### src/rtl/rns_lane_pkg.sv
`timescale 1ns/1ps
package rns_lane_pkg;

    localparam int RES_W     = 5;
    localparam int SUM_W     = RES_W + 1;
    localparam int LUT_DEPTH = 1 << RES_W;

    typedef logic [RES_W-1:0] residue_t;
    typedef logic [LUT_DEPTH-1:0][RES_W-1:0] lut_t;

    // input sample carried through the lane entry
    typedef struct packed {
        logic     vld;
        residue_t res;
    } sample_t;

    // default lowpass: first half of a symmetric 128-tap set, scaled by 1024
    localparam int LPF_TAPS = 128;
    localparam int LPF_HALF [LPF_TAPS/2] = '{
          0,   0,   0,   0,   0,   0,  -1,  -1,   0,   0,
          1,   1,   1,   0,   0,  -1,  -1,  -1,  -1,   1,
          2,   2,   2,   1,  -1,  -3,  -4,  -3,  -1,   1,
          4,   5,   5,   2,  -2,  -6,  -8,  -7,  -3,   3,
          8,  11,   9,   4,  -4, -12, -16, -14,  -6,   6,
         18,  24,  21,   9, -10, -30, -42, -40, -18,  22,
         75, 130, 175, 201
    };

    // non-negative representative of a signed coefficient
    function automatic int reduce_coef(int h, int m);
        int r;
        r = h % m;
        if (r < 0) r = r + m;
        return r;
    endfunction

    // constant product table, evaluated during elaboration only
    function automatic lut_t build_lut(int coef, int m);
        lut_t t;
        int   c;
        t = '0;
        c = reduce_coef(coef, m);
        for (int r = 0; r < LUT_DEPTH; r++) begin
            t[r] = (r < m) ? residue_t'((c * r) % m) : '0;
        end
        return t;
    endfunction

    // one compare, at most one subtract; m is always a constant
    function automatic residue_t mod_add(residue_t a, residue_t b, int m);
        logic [SUM_W-1:0] s;
        s = {1'b0, a} + {1'b0, b};
        if (s >= SUM_W'(m)) s = s - SUM_W'(m);
        return s[RES_W-1:0];
    endfunction

endpackage

### src/rtl/rns_tap_line.sv
`timescale 1ns/1ps
module rns_tap_line
    import rns_lane_pkg::*;
#(
    parameter int NTAPS = 128
) (
    input  logic                         clk,
    input  logic                         rst,
    input  sample_t                      din,
    output logic [NTAPS-1:0][RES_W-1:0]  taps
);

    logic [NTAPS-1:0][RES_W-1:0] line_q;

    always_ff @(posedge clk) begin
        if (rst) begin
            line_q[0] <= '0;
        end else if (din.vld) begin
            line_q[0] <= din.res;
        end
    end

    for (genvar k = 1; k < NTAPS; k++) begin : g_stage
        always_ff @(posedge clk) begin
            if (rst) begin
                line_q[k] <= '0;
            end else if (din.vld) begin
                line_q[k] <= line_q[k-1];
            end
        end
    end

    assign taps = line_q;

endmodule

### src/rtl/rns_const_mul.sv
`timescale 1ns/1ps
module rns_const_mul
    import rns_lane_pkg::*;
#(
    parameter int MODULUS = 31,
    parameter int COEF    = 0
) (
    input  residue_t r,
    output residue_t p
);

    localparam lut_t TABLE = build_lut(COEF, MODULUS);

    assign p = TABLE[r];

endmodule

### src/rtl/rns_add_tree.sv
`timescale 1ns/1ps
module rns_add_tree
    import rns_lane_pkg::*;
#(
    parameter int MODULUS = 31,
    parameter int NLEAF   = 128
) (
    input  logic                         clk,
    input  logic                         rst,
    input  logic [NLEAF-1:0][RES_W-1:0]  leaf_in,
    output residue_t                     sum
);

    localparam int LEVELS = $clog2(NLEAF);
    localparam int PADDED = 1 << LEVELS;
    localparam int NODES  = PADDED - 1;

    residue_t leaf   [PADDED];
    residue_t node_q [NODES];

    for (genvar i = 0; i < PADDED; i++) begin : g_leaf
        if (i < NLEAF) begin : g_real
            assign leaf[i] = leaf_in[i];
        end else begin : g_pad
            assign leaf[i] = '0;
        end
    end

    // heap layout: node n has children 2n+1 and 2n+2; indices >= NODES are leaves
    for (genvar n = 0; n < NODES; n++) begin : g_node
        localparam int LC = 2 * n + 1;
        localparam int RC = 2 * n + 2;
        residue_t op_a;
        residue_t op_b;

        if (LC >= NODES) begin : g_la
            assign op_a = leaf[LC - NODES];
        end else begin : g_na
            assign op_a = node_q[LC];
        end

        if (RC >= NODES) begin : g_lb
            assign op_b = leaf[RC - NODES];
        end else begin : g_nb
            assign op_b = node_q[RC];
        end

        always_ff @(posedge clk) begin
            if (rst) begin
                node_q[n] <= '0;
            end else begin
                node_q[n] <= mod_add(op_a, op_b, MODULUS);
            end
        end
    end

    assign sum = node_q[0];

endmodule

### src/rtl/rns_fir_lane.sv
`timescale 1ns/1ps
module rns_fir_lane
    import rns_lane_pkg::*;
#(
    parameter int MODULUS              = 31,
    parameter int NTAPS                = LPF_TAPS,
    parameter int HALF_COEF [NTAPS/2]  = LPF_HALF
) (
    input  logic       clk,
    input  logic       rst,
    input  logic       in_vld,
    input  logic [4:0] in_res,
    output logic       out_vld,
    output logic [4:0] out_res
);

    localparam int HALF    = NTAPS / 2;
    localparam int LEVELS  = $clog2(NTAPS);
    localparam int LATENCY = LEVELS + 1;

    sample_t                     in_s;
    logic [NTAPS-1:0][RES_W-1:0] taps;
    logic [NTAPS-1:0][RES_W-1:0] prod;
    residue_t                    tree_sum;
    logic [LATENCY-1:0]          vld_q;

    assign in_s = '{vld: in_vld, res: in_res};

    rns_tap_line #(
        .NTAPS (NTAPS)
    ) u_line (
        .clk  (clk),
        .rst  (rst),
        .din  (in_s),
        .taps (taps)
    );

    // mirrored coefficient selection gives the symmetric response
    for (genvar k = 0; k < NTAPS; k++) begin : g_tap
        localparam int SRC = (k < HALF) ? k : (NTAPS - 1 - k);
        rns_const_mul #(
            .MODULUS (MODULUS),
            .COEF    (HALF_COEF[SRC])
        ) u_mul (
            .r (taps[k]),
            .p (prod[k])
        );
    end

    rns_add_tree #(
        .MODULUS (MODULUS),
        .NLEAF   (NTAPS)
    ) u_tree (
        .clk     (clk),
        .rst     (rst),
        .leaf_in (prod),
        .sum     (tree_sum)
    );

    always_ff @(posedge clk) begin
        if (rst) begin
            vld_q <= '0;
        end else begin
            vld_q <= {vld_q[LATENCY-2:0], in_vld};
        end
    end

    assign out_vld = vld_q[LATENCY-1];
    assign out_res = tree_sum;

endmodule

### config.mk
export PLATFORM = sky130hd
export DESIGN_NAME = rns_fir_lane
export DESIGN_NICKNAME = d
export VERILOG_FILES = /design/src/rtl/rns_lane_pkg.sv /design/src/rtl/rns_tap_line.sv /design/src/rtl/rns_const_mul.sv /design/src/rtl/rns_add_tree.sv /design/src/rtl/rns_fir_lane.sv
export SDC_FILE = /design/constraint.sdc
export NUM_CORES = 2
export LEC_CHECK = 0
export BUFFER_PORTS_ARGS = -buffer_cell sky130_fd_sc_hd__buf_2
export CAP_MARGIN = 20
export CORE_AREA = 2 2 477 527
export CTS_CLUSTER_SIZE = 20
export DETAILED_ROUTE_END_ITERATION = 10
export DIE_AREA = 0 0 479 529
export HOLD_SLACK_MARGIN = 0.03
export SYNTH_ARGS = -nofsm -noshare
export SYNTH_HDL_FRONTEND = slang
export SYNTH_SLANG_ARGS = --single-unit
### constraint.sdc
create_clock -name clk -period 3.2 [get_ports clk]
set_input_delay 0.16 -clock clk [delete_from_list [all_inputs] [get_ports clk]]
set_output_delay 0.16 -clock clk [all_outputs]
set_load 0.005 [all_outputs]
==> results.md <==
- Arrival @ worst endpoint: 3530 ps
- Endpoint class of the critical path: flip-flop
- Total of max-cap violations: 0
- Io pins: 14
- Post-route cell area: 0.121 mm^2
- Die height: 529 um
- Initial Util: 0.449
- CTS Root Cell: clkbuf_16
- Final TNS setup: 0 ps
- Vias per inst: 5.55
- Wire length per cell: 15.1 um
- Final wirelength: 243000 um
- Post-cts sizing count: 0
- H-Tree Level Count: 4
- Slowest-stage cell, CP: a2111oi_0
- Layout area overhead: 9.22%
- Critical-path cell list: dlygate4sd3_1 -> buf_8 -> buf_12 -> mux2i_1 -> nor2_1 -> inv_1 -> ha_1 -> nor3_1 -> a2111oi_0 -> a31oi_1 -> o21ai_0
- Post-synth ARST share: 0
- Max Freq: 361 MHz
- Ys Warns: 0
- Netlist Area Pre-Place: 0.111 mm^2
- Peak VDD IR: 448 uV
- Clk pin slew, worst setup/hold paths: 60 ps
- Final hold violations: 0
- Worst Tran Pin Value: 835 ps
- Register area share after synthesis: 0.314
- Post-CTS setup buffers: 0
- Post-route ant nets: 0
- Row count: 192
- Share of cells above drive strength 1: 0.110
- Drt drc: 0
- Final Cycle Share: 0.865
- Slew headroom: 0.441
- GR Util met1: 0.231
- Initial antenna violation count: 3
- CP top delay family: buffers and inverters
- Tmin final: 2770 ps
- CP max FO: 49
- Vias in the first global route: 86451
- Final std cells w/o fill: 16069
- RSZ-0062 raised after global routing: no
- Vias: 89219
- Chip width: 479 um
- Most used routing layer: met2
- Synth Instances: 12664
- Nets: 13757
- PortBufs: 13
- First-pass DRT Iterations: 6
- Distinct cells, synth: 97
- Reg-to-reg slack, setup: 510 ps
- Fillers: 22803
- Synthesized area per cell: 8.78 um^2
- Total gr overflow: 0
- Post-Syn Nets: 13801
- Flops & latches, synth: 1743
- Placed inst area: 0.115 mm^2
- Final setup violation count: 0
- Final Wtd Congestion: 0.851
- Ys flop type: dfxtp_1
- Worst-Skew Late Latency: 850 ps
- 1st-iter DRT viols: 5137
- Critical Path Source Type: primary input
- Skew final: 28.8 ps
- Worst path max stage delay: 590 ps
- Die ar.: 0.253 mm^2
- Pre-CTS WS: 306 ps
- CTS tree: built
- Number of clock sinks: 1743
- Pwr Density: 404 mW/mm^2
- Detailed placer's ending HPWL: 178000 um
- Min-delay worst type: in2reg
- Dpl cells: 15703
- Met3 Use GR: 0.0197
- Core ar.: 0.248 mm^2
- Grt met2 use: 0.332
- Buf+Inv Stages, Crit Path: 4
- Status: finished clean
- Inserted Clock Buffers: 202
- Total Routing Usage GR: 0.185
- Required @ worst endpoint: 3960 ps
- Final slew viol count: 0
- Max clock buf depth: 4
- Number of synthesized flops with an enable pin: 0
- Leakage dissipation: 50.7 nW
- WS Path Type: in2reg
- Largest net degree at the start of global routing: 137
- PnR worst setup slack: 433 ps
- First-pass GRT wire length: 411000 um
-- worst paths after layout --
check                                                       from                              end  depth (start not counted)
worst max-delay path                                      in_vld     g_tap[80].u_mul.p[2]$_DFF_P_                         11
worst min-delay path                                   in_res[0]      u_line.taps[0]$_SDFFE_PP0P_                          4
worst max register to register  u_tree.node_q[0][100]$_SDFF_PP0_  u_tree.node_q[0][45]$_SDFF_PP0_                         10
worst min register to register               vld_q[0]$_SDFF_PP0_              vld_q[1]$_SDFF_PP0_                          1
-- layout make-up --
| cell class | count | area [um^2] | share of cell area |
|---|---|---|---|
| Antenna cell | 2 | 5.00 | 0.0000412 |
| Clock buffer | 279 | 5860 | 0.0483 |
| Clock inverter | 74 | 846 | 0.00697 |
| Inverter | 807 | 3040 | 0.0251 |
| Multi-Input combinational cell | 9629 | 70500 | 0.581 |
| Sequential cell | 1743 | 34900 | 0.287 |
| Tap cell | 3298 | 4130 | 0.0340 |
| Timing Repair Buffer | 237 | 2140 | 0.0176 |
-- worst reg2reg max path: cells and delay by family (launching register included) --
family          cells  cell delay, ps
mux                 2             460
compound gates      2             510
buf+inv             2             130
simple gates        1             120
flops               1             370
fa+ha+maj           3            1020
-- registers in the layout, summed over array words and instances (netlist names) --
register / count
g_tap.u_mul.p: 540
u_tree.node_q: 585
vld_q: 8
u_line.taps: 610
-- per-stage QoR --
step	utilization	total power, mW	hold WS, ps
2_1_floorplan	-	25.5	307
3_3_place_gp	0.463	26.2	402
3_5_place_dp	0.463	26.3	401
4_1_cts	0.490	49.9	39.4
5_1_grt	0.490	51.1	106
6_report	0.490	49.1	112
-- power breakdown --
group          total (mW)  internal, mW  leakage, nW  switching [mW]
Sequential           22.3          22.1         14.1           0.200
Combinational        3.52          1.39         33.3            2.13
Clock                23.3          14.0         3.31            9.25
-- cells in the mapped netlist, types with 72 or more instances --
master / instances / area share
nand2b_1: 247 / 0.014
nand4_1: 84 / 0.0047
o21ai_0: 354 / 0.016
nand2_1: 465 / 0.016
fa_1: 107 / 0.019
or2_2: 192 / 0.011
o211ai_1: 202 / 0.014
clkbuf_1: 150 / 0.0051
mux2_2: 290 / 0.029
a21o_1: 146 / 0.0099
ha_1: 1022 / 0.12
mux2i_1: 688 / 0.062
a21oi_1: 648 / 0.029
xnor2_1: 230 / 0.018
inv_1: 759 / 0.026
dfxtp_1: 1743 / 0.31
or4_1: 73 / 0.0049
nor2_1: 1745 / 0.059
nor3_1: 369 / 0.017
a31oi_1: 195 / 0.011
xor2_1: 203 / 0.016
o21ba_2: 72 / 0.0065
o22ai_1: 116 / 0.0065
or3_1: 86 / 0.0048
nand3b_1: 99 / 0.0067
or3b_2: 91 / 0.0072
nor3b_1: 88 / 0.0059
buf_2: 170 / 0.0077
o31a_1: 85 / 0.0067
nor2b_1: 266 / 0.015
nand3_1: 166 / 0.0075
a211oi_1: 279 / 0.019
-- cells by family after synthesis --
| logic type | count (synthesis) | share of synthesized area |
|---|---|---|
| AO/OA/AOI/OAI | 2871 | 0.179 |
| XOR/XNOR | 433 | 0.0341 |
| adder cells (fa/ha/maj) | 1129 | 0.134 |
| buffers and inverters | 1292 | 0.0519 |
| flip-flops | 1743 | 0.314 |
| multiplexers | 1038 | 0.102 |
| AND/OR/NAND/NOR | 4158 | 0.185 |
-- cell usage in the layout (no fill, tap or decap), types with 45 or more instances in the layout --
cell and instances:
o21ai_0 354, or3_1 86, o211ai_1 202, or4_1 73, o22ai_1 116, xor2_1 203, xnor2_1 230, mux2_2 290
a21o_1 146, inv_1 759, nand4_1 84, a211oi_1 279, nand3b_1 99, a31oi_1 195, nand2b_1 247, o311ai_0 45
dfxtp_1 1743, mux2i_1 688, clkbuf_16 207, nor2_1 1745, nor3_1 369, a311oi_1 66, buf_4 186, o21a_1 54
o221ai_1 66, a21oi_1 648, ha_1 1022, nand2_1 465, nor2b_1 266, a21boi_0 52, or3b_2 91, o21ba_2 72
nand3_1 166, fa_1 107, nor3b_1 88, o31a_1 85, or2_2 192, o21bai_1 46
-- routing by layer --
layer | up-vias | share of wire
li1 | 45304 | -
met1 | 42017 | 0.46
met2 | 1474 | 0.49
met3 | 422 | 0.032
met4 | 2 | 0.025
met5 | - | 0.00098
-- what timing repair did --
| item | CTS | global route |
|---|---|---|
| hold buffers | 11 | 0 |
| endpoints found under the hold margin | 79 | 0 |
| endpoints found under the setup margin | 0 | 0 |
(Power assumes the default switching activity.)
